### src/rtl/bsalu.sv
module bsalu #(
  parameter int W = 32
) (
  input  logic         clk,
  input  logic         rst_n,
  input  logic [W-1:0] a,
  input  logic [W-1:0] b,
  input  logic [3:0]   op,
  input  logic [2:0]   cmp,
  output logic [W-1:0] result,
  output logic         zero,
  output logic         cout,
  output logic         ovf
);
  localparam logic [3:0] OP_AND  = 4'b0000;
  localparam logic [3:0] OP_OR   = 4'b0001;
  localparam logic [3:0] OP_ADD  = 4'b0010;
  localparam logic [3:0] OP_SUB  = 4'b0110;
  localparam logic [3:0] OP_SET  = 4'b0111;
  localparam logic [3:0] OP_NOR  = 4'b1100;
  localparam logic [3:0] OP_NAND = 4'b1101;

  wire is_and  = (op == OP_AND);
  wire is_or   = (op == OP_OR);
  wire is_add  = (op == OP_ADD);
  wire is_sub  = (op == OP_SUB);
  wire is_set  = (op == OP_SET);
  wire is_nor  = (op == OP_NOR);
  wire is_nand = (op == OP_NAND);
  wire is_arith = is_add | is_sub;

  wire inv_a = is_nor;
  wire inv_b = is_nor | is_sub | is_set;

  logic [W:0]   c;
  logic [W-1:0] s, g, p, bit_o;
  assign c[0] = is_sub | is_set;

  for (genvar i = 0; i < W; i++) begin : g_slice
    logic ai, bi;
    assign ai     = a[i] ^ inv_a;
    assign bi     = b[i] ^ inv_b;
    assign g[i]   = ai & bi;
    assign p[i]   = ai | bi;
    assign s[i]   = ai ^ bi ^ c[i];
    assign c[i+1] = g[i] | (c[i] & (ai ^ bi));
    assign bit_o[i] = ((is_and | is_nor) & g[i])
                    | (is_nand & ~g[i])
                    | (is_or & p[i])
                    | (is_arith & s[i]);
  end

  wire ovf_raw = c[W] ^ c[W-1];
  wire less    = s[W-1] ^ ovf_raw;
  wire equal   = ~|s;

  logic cond;
  always_comb begin
    case (cmp)
      3'b000:  cond = less;
      3'b001:  cond = ~less & ~equal;
      3'b010:  cond = less | equal;
      3'b011:  cond = ~less;
      3'b110:  cond = equal;
      3'b100:  cond = ~equal;
      default: cond = 1'b0;
    endcase
  end

  wire [W-1:0] r_next = {bit_o[W-1:1], bit_o[0] | (is_set & cond)};

  always_ff @(posedge clk) begin
    if (!rst_n) begin
      result <= '0;
      zero   <= 1'b0;
      cout   <= 1'b0;
      ovf    <= 1'b0;
    end else begin
      result <= r_next;
      zero   <= ~|r_next;
      cout   <= is_arith & c[W];
      ovf    <= is_arith & ovf_raw;
    end
  end

  p_add_sum_r2: assert property (@(posedge clk) disable iff (!rst_n)
    (op == OP_ADD) |=> (result == $past(a) + $past(b)));

  p_sub_diff_r3: assert property (@(posedge clk) disable iff (!rst_n)
    (op == OP_SUB) |=> (result == $past(a) - $past(b)));

  p_set_upper_r6: assert property (@(posedge clk) disable iff (!rst_n)
    (op == OP_SET) |=> (result[W-1:1] == '0 && !cout && !ovf));

  p_zero_match_r7: assert property (@(posedge clk) disable iff (!rst_n)
    zero |-> (result == '0));

  p_no_flags_r9: assert property (@(posedge clk) disable iff (!rst_n)
    !(op == OP_ADD || op == OP_SUB) |=> (!cout && !ovf));
endmodule

### config.mk
export PLATFORM = sky130hd
export DESIGN_NAME = bsalu
export DESIGN_NICKNAME = d
export VERILOG_FILES = /design/src/rtl/bsalu.sv
export SDC_FILE = /design/constraint.sdc
export NUM_CORES = 1
export LEC_CHECK = 0
export BUFFER_PORTS_ARGS = -buffer_cell sky130_fd_sc_hd__buf_2
export CORE_UTILIZATION = 50
export DETAILED_ROUTE_END_ITERATION = 10
export GPL_TIMING_DRIVEN = 0
export PLACE_DENSITY_LB_ADDON = 0.05
export SLEW_MARGIN = 30
export SYNTH_ARGS = -nofsm -noshare
export SYNTH_HDL_FRONTEND = slang
export SYNTH_SLANG_ARGS = --single-unit
### constraint.sdc
create_clock -name clk -period 23.8 [get_ports clk]
set_clock_uncertainty 0.15 [all_clocks]
set_input_delay 2.38 -clock clk [delete_from_list [all_inputs] [get_ports clk]]
set_output_delay 2.38 -clock clk [all_outputs]
set_load 0.05 [all_outputs]
# After elaboration in Yosys (flattened, before gate mapping)
# Index checks and enable logic that the tools add are counted.
# W data, S select, Z words.
[totals]
word_cells = 548
ff_bits = 35
latchBits = 0
ram_bits = 0
romBits = 0
memories = 0
[op_classes]
order_cmp = 0
n_shift = 0
div = 0
n_reduce_logical = 6
multipliers = 0
bitwise = 526
eq_ne = 11
muxes = 1
add_sub_neg = 0
[ops]
columns = ["cell", "count"]
rows = [
  ["$and A1 B1 Y1", 196],
  ["$or A1 B1 Y1", 167],
  ["$xor A1 B1 Y1", 130],
  ["$reduce_or A32 Y1", 2],
  ["$not A1 Y1", 33],
  ["$eq A4 B3 Y1 const B", 2],
  ["$eq A4 B4 Y1 const B", 2],
  ["$eq A3 B2 Y1 const B", 2],
  ["$eq A3 B3 Y1 const B", 2],
  ["$pmux W1 S6", 1],
  ["$eq A4 B1 Y1 const B", 1],
  ["$eq A4 B2 Y1 const B", 1],
  ["$logic_not A4 Y1", 1],
  ["$eq A3 B1 Y1 const B", 1],
  ["$logic_not A3 Y1", 1],
  ["$logic_not A1 Y1", 2],
]

# Depth between registers and ports, before layout
# Gate-level depths: netlist (run 1).
[logic_depth]
ltp_word = 78
depth_mapped = 49
depth_no_buf = 45

# Least setup slack after synthesis (run 1)
# Ideal clock, no wire load.
[synth_timing]
path_type = "in2reg"
from = "in op[1]"
to = "reg zero"
path_slack_ns = 4.418
path_stages = 48
setup_time_ns = 0.088
arrival_ns = 19.145
cell_sequence = "buf_4 -> buf_6 -> nor3_2 -> or2_1 -> buf_2 -> buf_2 -> xor2_1 -> fa_1 -> inv_1 -> fa_1 -> fa_1 -> fa_1 -> fa_1 -> fa_1 -> fa_1 -> fa_1 -> fa_1 -> fa_1 -> [... 12 more ...] -> fa_1 -> fa_1 -> fa_1 -> fa_1 -> fa_1 -> fa_1 -> fa_1 -> inv_1 -> fa_1 -> inv_1 -> fa_1 -> inv_1 -> fa_1 -> nand3b_1 -> a21oi_1 -> or4_1 -> or4_1 -> nor4_2"
[synth_via]
elab_chain_len = 78
word_cells_on_any_way = 536
[synth_rtl]
columns = ["element", "line_no", "rtl"]
rows = [
  ["start, declared", "8", "input logic [3:0] op,"],
  ["$eq A4 B4 Y1 / $eq A4 B3 Y1 (equally long branches)", "28, 26", ""],
  ["$or A1 B1 Y1 (2 in series)", "33", "wire inv_b = is_nor | is_sub | is_set;"],
  ["$xor A1 B1 Y1", "42", "assign bi = b[i] ^ inv_b;"],
  ["$xor A1 B1 Y1", "45, 46", ""],
  ["$and A1 B1 Y1", "46", "assign c[i+1] = g[i] | (c[i] & (ai ^ bi));"],
  ["$or A1 B1 Y1", "46", ""],
  ["$and A1 B1 Y1", "46", ""],
  ["$or A1 B1 Y1", "46", ""],
  ["[... 61 more ...]", "--", ""],
  ["$xor A1 B1 Y1", "54", "wire less = s[W-1] ^ ovf_raw;"],
  ["$not A1 Y1", "61, 63", ""],
  ["$and A1 B1 Y1", "61", "3'b001: cond = ~less & ~equal;"],
  ["$pmux W1 S6", "59", "case (cmp)"],
  ["$and A1 B1 Y1", "70", "wire [W-1:0] r_next = {bit_o[W-1:1], bit_o[0] | (is_set & cond)};"],
  ["$or A1 B1 Y1", "70", ""],
  ["$reduce_or A32 Y1 (*)", "80", "zero <= ~|r_next;"],
  ["$logic_not A1 Y1 (*)", "80", ""],
  ["end signal, assigned", "80", ""],
  ["end, declared", "11", "output logic zero,"],
]
# Every way passes the cells marked *; elsewhere a longest branch is shown, timed or not.
# A chain may end at the register's enable or synchronous reset.

# Worst setup path after layout (run 1)
# Same ends and word-level chain as after synthesis.

==> results of run 1 <==
kinds of logic (layout without fill, tap and decap cells):
group,count (synthesis),after routing
XOR/XNOR,98,98
AO/OA/AOI/OAI,100,100
buffers and inverters,79,190
AND/OR/NAND/NOR,124,124
flip-flops,35,35
adder cells (fa/ha/maj),97,97
multiplexers,1,1
cells in the mapped netlist (3+ instances only):
cell,instances
ha_1,64
xor2_1,63
nor2_1,52
dfxtp_1,35
xnor2_1,35
fa_1,33
a21oi_1,26
buf_2,22
inv_2,21
o21a_1,21
inv_1,19
o32a_1,19
nand4_1,14
clkbuf_1,11
nor2b_1,11
o32ai_1,10
nor4_1,9
a221oi_1,8
a41oi_1,4
nand3_1,4
nand4b_1,4
or4b_1,4
and4b_1,3
nand2b_1,3
sequential cells by signal, summed over array words and instances, names as in the netlist:
name    count
result     32
cout        1
ovf         1
zero        1
layout by cell type (no fill, tap or decap), types with 10 or more instances in the layout:
cell type  instances
buf_2            125
ha_1              64
xor2_1            63
nor2_1            52
xnor2_1           35
dfxtp_1           35
fa_1              33
a21oi_1           26
inv_2             21
o21a_1            21
inv_1             19
o32a_1            19
nand4_1           14
clkbuf_1          13
nor2b_1           11
o32ai_1           10
layer usage:
metal | wire length [um] | vias to the layer above
met3 | 942 | 37
met2 | 7004 | 228
met4 | 519 | 0
li1 | - | 2053
met5 | 0 | -
met1 | 6019 | 2124
where the power goes:
| part | leakage, nW | switching, mW | internal [mW] |
|---|---|---|---|
| Sequential | 0.287 | 0.00103 | 0.0636 |
| Combinational | 2.31 | 0.0958 | 0.0596 |
| Clock | 0.0422 | 0.0232 | 0.0206 |
metrics by stage:
step,instance area (um2),hold WS [ps]
6_report,5614,2378
5_1_grt,5614,2394
4_1_cts,5614,2385
3_5_place_dp,5533,2688
3_3_place_gp,5533,2684
2_1_floorplan,4856,2540
worst max path at each step:
stage / endpoint / cells past startpoint / slack, ps
2_1_floorplan: zero / 48 / 4420
3_3_place_gp: zero / 49 / 3140
3_5_place_dp: zero / 49 / 3020
4_1_cts: zero / 49 / 3290
5_1_grt: zero / 49 / 2740
6_report: zero / 49 / 3390
cell type report:
type	instances	area, um2
multi-input combinational	420	3809
fill	866	3714
sequential	35	700.7
timing repair buffer	103	515.5
buffer	39	196.4
tap	129	161.4
inverter	40	150.1
clock buffer	7	76.32
clock inverter	1	5.005
==> summary.txt, run 1 <==
Status
  • Status: finished clean

Detailed routing
  • DRC viols: 0
  • Via count: 4442
  • Final Routed Wirelength: 14490 um
  • Detail Route Antenna Nets: 0
  • Drt first pass iters: 6
  • Iteration-0 DRC Markers: 285
  • WL per Instance: 18.71 um
  • Post-detailed-route via-to-cell ratio: 5.739

Floorplanning
  • Chip height: 100.6 um
  • Die width: 100.6 um
  • DIE AREA: 10110 um2
  • Starting Density: 52.06%
  • Rows: 35
  • I/O pins: 108
  • Core Box Area: 9328 um2

STA
  • Crit share post-route: 85.76%
  • Final Slew Violations: 0
  • Max Freq: 48.99 MHz
  • Final Hold Vio Count: 0
  • Measured slew at the worst slew-check pin: 598.0 ps
  • Final setup vio count: 0
  • Final WS setup: 3389 ps
  • Tmin final: 20410 ps
  • Worst slew margin: 60.13%
  • RSZ-0062 raised after global routing: no
  • TNS Setup: 0 ps

Worst setup path
  • Number of buffers and inverters on the critical path: 9
  • Kind of critical path: input pin to flop
  • Crit-path max cell delay: 490 ps
  • Crit-path max FO: 10
  • Cell family with most CP delay: adder cells
  • Most used cell, CP: fa_1
  • CP arrival: 20460 ps
  • Crit-path slowest cell: fa_1
  • Startpoint types: input pin
  • Worst setup path start: op[1]
  • Worst Path Required: 23850 ps
  • Critical path capture point type: flop

CTS
  • CTS clk-pin slew, worst paths: 80 ps
  • H-tree levels: 2
  • Root buffer cell: clkbuf_8
  • CTS tree: built
  • Hold buffer count at CTS: 0
  • Post-CTS Resized: 0
  • Postcts setup bufs: 0
  • Clk sink count: 35
  • Num CTS Buffers: 5
  • Max Root-Sink Buffers: 2

Synth
  • #FFs+latches synth: 35
  • Async set or reset register ratio after synthesis: 0%
  • EDFF count, synth: 0
  • Syn Inst Count: 534
  • Post-synthesis compound-gate area fraction: 15.85%
  • Syn_area_per_cell: 9.093 um2
  • Synthesized area: 4856 um2
  • Synth Area in Simple Gates: 14.61%
  • Yosys warns: 0
  • Adder-Cell Fraction of Synth Area: 30.10%
  • Syn Nets: 704
  • Synth area leaders: ha_1 16%, dfxtp_1 14%, fa_1 14%
  • Distinct cells, synth: 51
  • Primary FF master, synth: dfxtp_1
  • Seq/Total Area, Yosys: 14.43%
  • Synth Area in XOR/XNOR: 17.68%
  • Largest family of logic cells by synthesized area: adder cells
  • Mux contribution to synthesized area: 0.2061%
  • Post-synth top area share: 16.49%
  • Yosys top cell by area: ha_1

Hold path
  • Min-delay src: rst_n
  • Worst hold endpoint: result[14]
  • Hold WC Path Type: input pin to flop
  • Hold Path Cell Cnt: 2

Global route
  • Initial antenna violation count: 0
  • Vias in the first global route: 4364
  • Met1 usage: 38.50%
  • Met3 GRT Util: 3.051%
  • Grt total ovfl: 0
  • Grt met2 use: 50.79%
  • GRT Overall Usage: 29.66%
  • First-pass GRT wire length: 22570 um
  • Global route hottest layer: met2
  • Pin count of the biggest net entering global routing: 11

Pwr
  • Peak VDD IR: 25.33 uV
  • Pwr Total: 263.8 uW
  • PwrDens: 46.99 nW/um2
  • P_leak: 2.636 nW

Finish
  • Layout Area Growth over Synthesis: 15.61%
  • Non-Filler Instances: 774
  • Ant diodes: 0
  • Fin util: 60.19%
  • Share of cells above drive strength 1: 24.96%
  • Post-layout nets: 814

Placement
  • IO Port Bufs: 103
  • Placed insts: 766
  • Final HPWL DP: 11710 um
  • Gpl congestion: 0.9936
  • Pre-CTS WS: 3025 ps

Flow run
  • Max Cap Viol: 0
Note: power is estimated with default switching activity, not from simulation.
==> inputs of run 2 (changes only) <==
REMOVE_ABC_BUFFERS = 1   (was unset)
==> run 2 against run 1 <==
Net effect: clock power is 34% higher; routed wire length shrank 12%; worst setup slack worse by 160 ps; sequential power about the same; count of clock-buffer cells in the layout decreased by 1; sequential share of layout area grew 0.11 points; sequential cell count stayed put; global-route usage is 3.4 points lower; cell area shrank 0.85%; power grew 3.4%.
==> summary.txt, run 2 (same netlist as run 1, synthesis figures left out) <==
Finish
  • Max reg flops: 32 (unchanged)
  • Most common cell after layout, fill and taps aside: buf_2
  • Reg with most FFs: result
  • Commonest non-fill, non-tap cells in the layout: 107 x buf_2, 64 x ha_1, 63 x xor2_1, 52 x nor2_1
  • Ant diodes: 0 (unchanged)
  • Layout Area Growth over Synthesis: 14.64%
  • Share of cells above drive strength 1: 24.43% (-0.53 points)
  • Post-layout nets: 783 (-3.8%)

CTS
  • Clk sink count: 35 (unchanged)
  • H-tree levels: 2 (unchanged)
  • Hold buffer count at CTS: 0 (unchanged)
  • Root buffer cell: clkbuf_8
  • CTS clk-pin slew, worst paths: 80 ps (about the same)
  • CTS tree: built
  • Max Root-Sink Buffers: 2 (unchanged)
  • Num CTS Buffers: 5 (unchanged)
  • Post-CTS Resized: 0 (unchanged)
  • Postcts setup bufs: 0 (unchanged)

Floorplanning
  • DIE AREA: 10110 um2 (unchanged)
  • I/O pins: 108 (unchanged)
  • Rows: 35 (unchanged)
  • Die width: 100.6 um (unchanged)
  • Chip height: 100.6 um (unchanged)
  • Core Box Area: 9328 um2 (unchanged)
  • Starting Density: 52.06% (unchanged)

Detailed routing
  • Final Routed Wirelength: 12750 um (-12%)
  • Iteration-0 DRC Markers: 163 (-43%)
  • Drt first pass iters: 4 (-2)
  • Detail Route Antenna Nets: 0 (unchanged)
  • DRC viols: 0 (unchanged)
  • WL per Instance: 17.15 um (-8.3%)
  • Post-detailed-route via-to-cell ratio: 5.556 (-3.2%)
  • Via count: 4128 (-7.1%)

STA
  • Tmin final: 20570 ps (+159.5 ps)
  • Hold slack final: 2452 ps (+74.45 ps)
  • Measured slew at the worst slew-check pin: 917.4 ps (+319.3 ps)
  • Final WS setup: 3230 ps (-159.5 ps)
  • Final Hold Vio Count: 0 (unchanged)
  • Final setup vio count: 0 (unchanged)
  • Max Freq: 48.61 MHz (-0.78%)
  • Final Slew Violations: 0 (unchanged)
  • TNS Setup: 0 ps (unchanged)
  • Worst slew margin: 38.84% (-21 points)
  • Crit share post-route: 86.43% (+0.67 points)
  • RSZ-0062 raised after global routing: no

Worst setup path
  • Crit-path max cell delay: 560 ps (+70 ps)
  • Kind of critical path: input pin to flop
  • Crit-path slowest cell: buf_2
  • Critical path capture point type: flop
  • Startpoint types: input pin
  • Cell family with most CP delay: adder cells
  • Number of buffers and inverters on the critical path: 5 (-4)
  • Most used cell, CP: fa_1
  • CP arrival: 20640 ps (+180 ps)
  • Crit-path max FO: 36 (+26)
  • Worst Path Required: 23870 ps (+20 ps)

Placement
  • Gpl congestion: 0.8220 (-17%)
  • Pre-CTS WS: 2881 ps (-144.0 ps)
  • Final HPWL DP: 9566 um (-18%)
  • IO Port Bufs: 107 (+3.9%)

Global route
  • Pin count of the biggest net entering global routing: 46 (+35)
  • GRT Overall Usage: 26.24% (-3.4 points)
  • Initial antenna violation count: 0 (unchanged)
  • Vias in the first global route: 4073 (-6.7%)
  • First-pass GRT wire length: 20500 um (-9.2%)
  • Grt total ovfl: 0 (unchanged)

Pwr
  • PwrDens: 49.01 nW/um2 (+4.3%)
  • P_leak: 2.577 nW (-2.2%)
  • Peak VDD IR: 24.02 uV (-5.2%)
  • Pwr Total: 272.8 uW (+3.4%)

Hold path
  • Hold WC Path Type: input pin to flop
  • Worst hold endpoint: ovf
  • Hold Path Cell Cnt: 2 (unchanged)
  • Min-delay src: op[0]

Flow run
  • Max Cap Viol: 0 (unchanged)

Status
  • Status: finished clean
run 2: cell count changes in the layout (fill, tap and decap cells not counted), moves of 2 or more:
cell,previous run,this run
buf_8,0,3
nand2b_2,0,2
buf_6,2,0
buf_2,125,107
buf_4,2,0
buf_1,2,0
nand2b_1,3,1
clkbuf_1,13,0
run 2: metrics by stage:
step,utilization [%],cell area [um2],instances
2_1_floorplan,-,4659,495
3_3_place_gp,57.42,5356,731
3_5_place_dp,58.40,5448,735
4_1_cts,59.66,5565,743
5_1_grt,59.68,5567,743
6_report,59.68,5567,743
run 2: power breakdown:
group          leakage [nW]  total (mW)  switching (mW)  internal (mW)
clock                0.0612      0.0589          0.0250         0.0339
combinational          2.23       0.149          0.0914         0.0578
sequential            0.287      0.0646         0.00108         0.0636
run 2: layer usage:
metal / track usage [%] / vias to the layer above / wire (um)
met2: 45.15 / 155 / 6218
met3: 2.913 / 21 / 653
met1: 34.11 / 1963 / 5608
met4: 9.142 / 0 / 263
li1: - / 1989 / -
met5: 0 / - / 0
run 2: final cells by class:
type                    instances  area, um2
fillers                       851       3761
well taps                     129      161.4
inverters                      40      150.1
multi-input cells             420       3829
flip-flops and latches         35      700.7
repair buffers                111      608.1
clock buffers                   6      82.58
clock inverters                 2      35.03
run 2: how the worst max path moves through the flow:
stage | cells after the start | end | startpoint | slack (ps)
after floorplan | 44 | zero | op[1] | 1730
after global placement | 46 | zero | op[3] | -1160
after detailed placement | 46 | zero | op[3] | 2880
after CTS | 46 | zero | op[3] | 3140
after global routing | 46 | zero | op[3] | 2440
final | 46 | zero | op[3] | 3230
